`src/rtl/fsup_pkg.sv`:
```
package fsup_pkg;
  localparam int CMP_W     = 6;
  localparam int IDX_OV    = 0;
  localparam int IDX_UV    = 1;
  localparam int IDX_WHI   = 2;
  localparam int IDX_WLO   = 3;
  localparam int IDX_THOT  = 4;
  localparam int IDX_TCOOL = 5;

  // Power-good condition apart from fault/run status.
  function automatic logic pg_condition(input logic ss_done, input logic moving,
                                        input logic win_hi, input logic win_lo);
    return ss_done & (moving | ~(win_hi | win_lo));
  endfunction

  // Under-voltage may be counted only outside transitions and after soft-start.
  function automatic logic uv_armed(input logic ss_done, input logic moving);
    return ss_done & ~moving;
  endfunction
endpackage

```
`src/rtl/fsup_sync.sv`:
```
module fsup_sync #(
  parameter int WIDTH  = 6,
  parameter int STAGES = 2
) (
  input  logic             clk,
  input  logic             rst_n,
  input  logic [WIDTH-1:0] d_i,
  output logic [WIDTH-1:0] q_o
);
  for (genvar b = 0; b < WIDTH; b++) begin : g_bit
    logic [STAGES-1:0] chain;
    always_ff @(posedge clk or negedge rst_n) begin
      if (!rst_n) chain <= '0;
      else        chain <= {chain[STAGES-2:0], d_i[b]};
    end
    assign q_o[b] = chain[STAGES-1];
  end
endmodule

```
`src/rtl/fsup_uv_qual.sv`:
```
module fsup_uv_qual #(
  parameter int HOLD = 150
) (
  input  logic clk,
  input  logic rst_n,
  input  logic clr_i,
  input  logic uv_i,
  input  logic arm_i,
  output logic trip_o
);
  localparam int CW = (HOLD < 2) ? 1 : $clog2(HOLD);
  localparam logic [CW-1:0] LAST = CW'(HOLD - 1);

  logic [CW-1:0] cnt;
  logic          qualify;

  assign qualify = uv_i & arm_i & ~clr_i;
  assign trip_o  = qualify & (cnt == LAST);

  always_ff @(posedge clk or negedge rst_n) begin
    if (!rst_n)                  cnt <= '0;
    else if (!qualify || trip_o) cnt <= '0;
    else                         cnt <= cnt + 1'b1;
  end
endmodule

```
`src/rtl/fsup_temp.sv`:
```
module fsup_temp (
  input  logic clk,
  input  logic rst_n,
  input  logic hot_i,
  input  logic cool_i,
  output logic active_o,
  output logic restart_o
);
  logic release_now;
  assign release_now = active_o & ~hot_i & cool_i;

  always_ff @(posedge clk or negedge rst_n) begin
    if (!rst_n) begin
      active_o  <= 1'b0;
      restart_o <= 1'b0;
    end else begin
      restart_o <= release_now;
      if (hot_i)            active_o <= 1'b1;
      else if (release_now) active_o <= 1'b0;
    end
  end
endmodule

```
`src/rtl/core_fault_supervisor.sv`:
```
module core_fault_supervisor
  import fsup_pkg::*;
#(
  parameter int SYNC_STAGES = 2,
  parameter int UV_HOLD     = 150
) (
  input  logic clk,
  input  logic rst_n,
  input  logic en_i,
  input  logic supply_ok_i,
  input  logic cmp_ov_i,
  input  logic cmp_uv_i,
  input  logic cmp_win_hi_i,
  input  logic cmp_win_lo_i,
  input  logic cmp_temp_hot_i,
  input  logic cmp_temp_cool_i,
  input  logic ss_done_i,
  input  logic vid_moving_i,
  input  logic ext_fault_i,
  input  logic pwm_hi_i,
  input  logic pwm_lo_i,
  output logic pg_pulldown_o,
  output logic shutdown_o,
  output logic temp_shut_o,
  output logic gate_hi_o,
  output logic gate_lo_o,
  output logic ss_restart_o
);
  logic [CMP_W-1:0] cmp_raw, cmp_s;
  logic ov_s, uv_s, whi_s, wlo_s, hot_s, cool_s;
  logic run_ok, latched, uv_trip, active, pg_ok;

  assign cmp_raw[IDX_OV]    = cmp_ov_i;
  assign cmp_raw[IDX_UV]    = cmp_uv_i;
  assign cmp_raw[IDX_WHI]   = cmp_win_hi_i;
  assign cmp_raw[IDX_WLO]   = cmp_win_lo_i;
  assign cmp_raw[IDX_THOT]  = cmp_temp_hot_i;
  assign cmp_raw[IDX_TCOOL] = cmp_temp_cool_i;

  fsup_sync #(.WIDTH(CMP_W), .STAGES(SYNC_STAGES)) u_sync (
    .clk(clk), .rst_n(rst_n), .d_i(cmp_raw), .q_o(cmp_s)
  );

  assign ov_s   = cmp_s[IDX_OV];
  assign uv_s   = cmp_s[IDX_UV];
  assign whi_s  = cmp_s[IDX_WHI];
  assign wlo_s  = cmp_s[IDX_WLO];
  assign hot_s  = cmp_s[IDX_THOT];
  assign cool_s = cmp_s[IDX_TCOOL];

  assign run_ok = en_i & supply_ok_i;

  fsup_uv_qual #(.HOLD(UV_HOLD)) u_uv (
    .clk(clk), .rst_n(rst_n), .clr_i(~run_ok | latched),
    .uv_i(uv_s), .arm_i(uv_armed(ss_done_i, vid_moving_i)), .trip_o(uv_trip)
  );

  always_ff @(posedge clk or negedge rst_n) begin
    if (!rst_n)                    latched <= 1'b0;
    else if (!run_ok)              latched <= 1'b0;
    else if (uv_trip | ext_fault_i) latched <= 1'b1;
  end

  fsup_temp u_temp (
    .clk(clk), .rst_n(rst_n), .hot_i(hot_s), .cool_i(cool_s),
    .active_o(temp_shut_o), .restart_o(ss_restart_o)
  );

  assign active        = run_ok & ~latched & ~temp_shut_o;
  assign gate_hi_o     = active & pwm_hi_i & ~ov_s;
  assign gate_lo_o     = ov_s | (active & pwm_lo_i);
  assign pg_ok         = active & ~ov_s & pg_condition(ss_done_i, vid_moving_i, whi_s, wlo_s);
  assign pg_pulldown_o = ~pg_ok;
  assign shutdown_o    = latched;
endmodule


```
`config.mk`:
```
export PLATFORM = sky130hd
export DESIGN_NAME = core_fault_supervisor
export DESIGN_NICKNAME = d
export VERILOG_FILES = /design/src/rtl/fsup_pkg.sv /design/src/rtl/fsup_sync.sv /design/src/rtl/fsup_uv_qual.sv /design/src/rtl/fsup_temp.sv /design/src/rtl/core_fault_supervisor.sv
export SDC_FILE = /design/constraint.sdc
export NUM_CORES = 1
export LEC_CHECK = 0
export BUFFER_PORTS_ARGS = -buffer_cell sky130_fd_sc_hd__buf_2
export CELL_PAD_IN_SITES_DETAIL_PLACEMENT = 0
export CELL_PAD_IN_SITES_GLOBAL_PLACEMENT = 1
export CORE_AREA = 2 2 52 54
export CTS_BUF_LIST = sky130_fd_sc_hd__clkbuf_8 sky130_fd_sc_hd__clkbuf_16
export DETAILED_ROUTE_END_ITERATION = 6
export DIE_AREA = 0 0 54 56
export MAX_ROUTING_LAYER = met4
export PLACE_DENSITY_LB_ADDON = 0.2
export SLEW_MARGIN = 10
export SYNTH_ARGS = -nofsm -noshare
export SYNTH_HDL_FRONTEND = slang
export SYNTH_SLANG_ARGS = --single-unit
```
`constraint.sdc`:
```
create_clock -name clk -period 2.1 [get_ports clk]
set_clock_uncertainty 0.2 [all_clocks]
set_input_delay 0.105 -clock clk [delete_from_list [all_inputs] [get_ports clk]]
set_output_delay 0.105 -clock clk [all_outputs]
set_load 0.03 [all_outputs]
```
==> results by group <==
Run status
  • Run status: finished, final reports clean

Synth
  • Post-synth top cells: 23 x dfrtp_1, 6 x o21ai_0, 5 x nand2_1, 5 x nor3_1, 4 x or3_1
  • Seq/Total Area, Yosys: 62.08%
  • Number of distinct library cells after synthesis: 31
  • Cell Area, Synth: 927.1 um2
  • Most frequent cell after synthesis: dfrtp_1
  • Yosys top cell area share: 62.08%
  • Yosys reg bits: 23
  • Area leader, netlist: dfrtp_1
  • Post-Syn Instances: 75
  • Synth Net Count: 92
  • Syn_area_per_cell: 12.36 um2
  • Post-synth EDFFs: 0
  • Ys Warns: 0
  • Largest cells by area after synthesis: dfrtp_1 62%, a211oi_2 4.0%, o21ai_0 3.2%
  • Synth Flop Type: dfrtp_1
  • Asr flop ratio synth: 100.0%

Cells and area
  • Fill cells: 230
  • Final #Nets: 125
  • Multi-input combinational cell area: 327.8 um2
  • Synth-to-layout area growth: 28.88%
  • Diodes inserted: 0
  • Final cell count without fillers: 137
  • Layout cells sized above 1: 27.10%
  • Sequential cell area: 575.6 um2

Floorplanning
  • Die Footprint: 3024 um2
  • Core region area: 2432 um2
  • Site row count: 18
  • Die Width: 54 um
  • # IOs: 21
  • Die Y: 56 um
  • Starting density of the core: 38.12%

Setup path
  • Worst r2r path cells: 5
  • R2r endpoint: u_uv.cnt[2]
  • Critical path data arrival time: 1.49 ns
  • Crit end category: primary output
  • CP Launch Type: input pin
  • Critical Path RT: 1.79 ns
  • Largest stage delay, worst path: 0.53 ns
  • CP dominant cell by count: buf_2
  • CP Capture Point: gate_hi_o
  • RR Startpoint: u_uv.cnt[1]
  • Crit path max-delay cell type: dlygate4sd3_1
  • Setup CP Type: in2out
  • CP Max Fanout: 3
  • Critical path origin: supply_ok_i
  • R2r setup slk: 0.34 ns
  • Worst path cell trace: dlygate4sd3_1, buf_2, nand2_1, nor4_1, and2_1, buf_2

Drt
  • Remaining DRCs: 0
  • Post-DR vias/cell: 4.934
  • Initial drt markers: 6
  • Vias: 676
  • TritonRoute pass-1 iters: 4
  • Post-Route WL: 1662 um
  • Final ANT Viol Nets: 0
  • Routed WL per cell: 12.13 um

Timing
  • Setup TNS: 0 ns
  • Hold Fails Final Rpt: 0
  • Period utilisation layout: 85.53%
  • Max-slew violations: 0
  • Slew HR: 66.59%
  • RSZ-0062 raised after global routing: no
  • Setup violators final: 0
  • Minimum clock period: 1.796 ns
  • Worst-Margin Slew: 0.5011 ns
  • FMAX: 556.8 MHz

Global routing
  • Vias in the first global route: 649
  • Initial antenna violation count: 0
  • Pin count of the biggest net entering global routing: 24
  • Total grt overflow: 0
  • Gr usage total: 13.13%
  • First-pass GRT wire length: 2849 um

Placed design
  • Post-DP HPWL: 1169 um
  • IO Port Bufs: 20
  • Dpl cells: 123
  • Routability congestion estimate: 0.7796

Clock tree
  • CTS buffer count: 3
  • Clk pin slew, worst setup/hold paths: 0.08 ns
  • Clock latency on the worst-skew pair: 0.26 ns
  • Post-CTS sizing: 0
  • CTS root buffer: clkbuf_8
  • TritonCTS clock tree: built
  • CTS Sinks: 23
  • H-tree depth: 1
  • Max Buffers Root-to-Sink: 2

Power and ir drop
  • Pwr dens: 659.3 nW/um2
  • Worst VDD drop: 394.4 uV
  • Leak: 0.5220 nW

Flow run
  • Max Cap Violations: 0

Min path
  • Hold Path Class: in2async
[through the flow]
step	instance area (um2)	util, %	setup slack [ns]	hold slack [ns]	power [mW]
6_report	1195	49.13	0.3039	0.1372	0.7878
5_1_grt	1195	49.13	0.2056	0.1617	0.8316
4_1_cts	1195	49.13	0.2875	0.1552	0.8035
3_5_place_dp	1049	43.11	0.3497	-0.08778	0.5204
3_3_place_gp	1049	43.11	0.3914	-0.1041	0.5181
2_1_floorplan	927.1	-	0.4901	-0.3906	0.4907
[area by class of cell]
cell class                 instances  share of cell area [%]
clock inverter                     1                  0.4188
tap                               30                   3.141
sequential                        23                   48.17
clock buffer                       3                   3.455
inverter                           2                  0.6283
timing repair buffer              30                   16.75
multi-input combinational         48                   27.43
[where the power goes]
group	switching [mW]	leakage [nW]	total [mW]	internal, mW
sequential	0.00645	0.289	0.464	0.457
combinational	0.0305	0.208	0.0599	0.0293
clock	0.132	0.0255	0.264	0.132
[flip-flops by register name (all words and copies together) (netlist names)]
register / cells
u_temp.restart_o: 1
u_sync.g_bit.chain: 12
shutdown_o: 1
u_uv.cnt: 8
u_temp.active_o: 1
[cells in the final DEF, fill, tap and decap left out, types with 2 or more instances in the layout]
master          n
a211oi_2        3
o21ai_0         6
nand2_1         5
dlygate4sd3_1  10
clkbuf_8        3
buf_2          20
nor2b_1         2
dfrtp_1        23
nor3_1          5
ha_1            2
a21o_1          2
or3_1           4
inv_1           2
[worst max-delay path, delay by kind of cell]
kind                   cells  cell delay, ns
and+or+nand+nor            3            0.56
buffers and inverters      3            0.83
[cells by family after synthesis]
| logic type | after synthesis | share of synthesized area [%] |
|---|---|---|
| adder cells (fa/ha/maj) | 2 | 2.699 |
| AND/OR/NAND/NOR | 30 | 19.70 |
| buffers and inverters | 4 | 2.564 |
| flip-flops | 23 | 62.08 |
| AO/OA/AOI/OAI | 15 | 12.01 |
| XOR/XNOR | 1 | 0.9448 |
[per-layer routing]
layer  GRT usage, %  share of wire (%)
met5              -                  0
met3          4.839                6.6
met1          16.58                 44
met4          4.286                1.0
met2          19.34                 48
[timing repair]
item                                    CTS  global route
endpoints found under the hold margin    30             0
hold buffers                             10             0
setup buffers                             0             0
endpoints found under the setup margin    0             0
[worst min-delay path by stage]
stage                                         from                  endpoint  slack (ns)  cells past startpoint
after CTS                                    rst_n  u_sync.g_bit[4].chain[0]        0.16                      2
final                                        rst_n  u_sync.g_bit[4].chain[0]        0.14                      2
after detailed placement                     rst_n          u_temp.restart_o       -0.09                      1
after global placement                       rst_n          u_temp.restart_o       -0.10                      1
after floorplan                              rst_n                shutdown_o       -0.39                      0
after global routing      u_sync.g_bit[3].chain[0]  u_sync.g_bit[3].chain[1]        0.16                      0
Note: power is estimated with default switching activity, not from simulation.
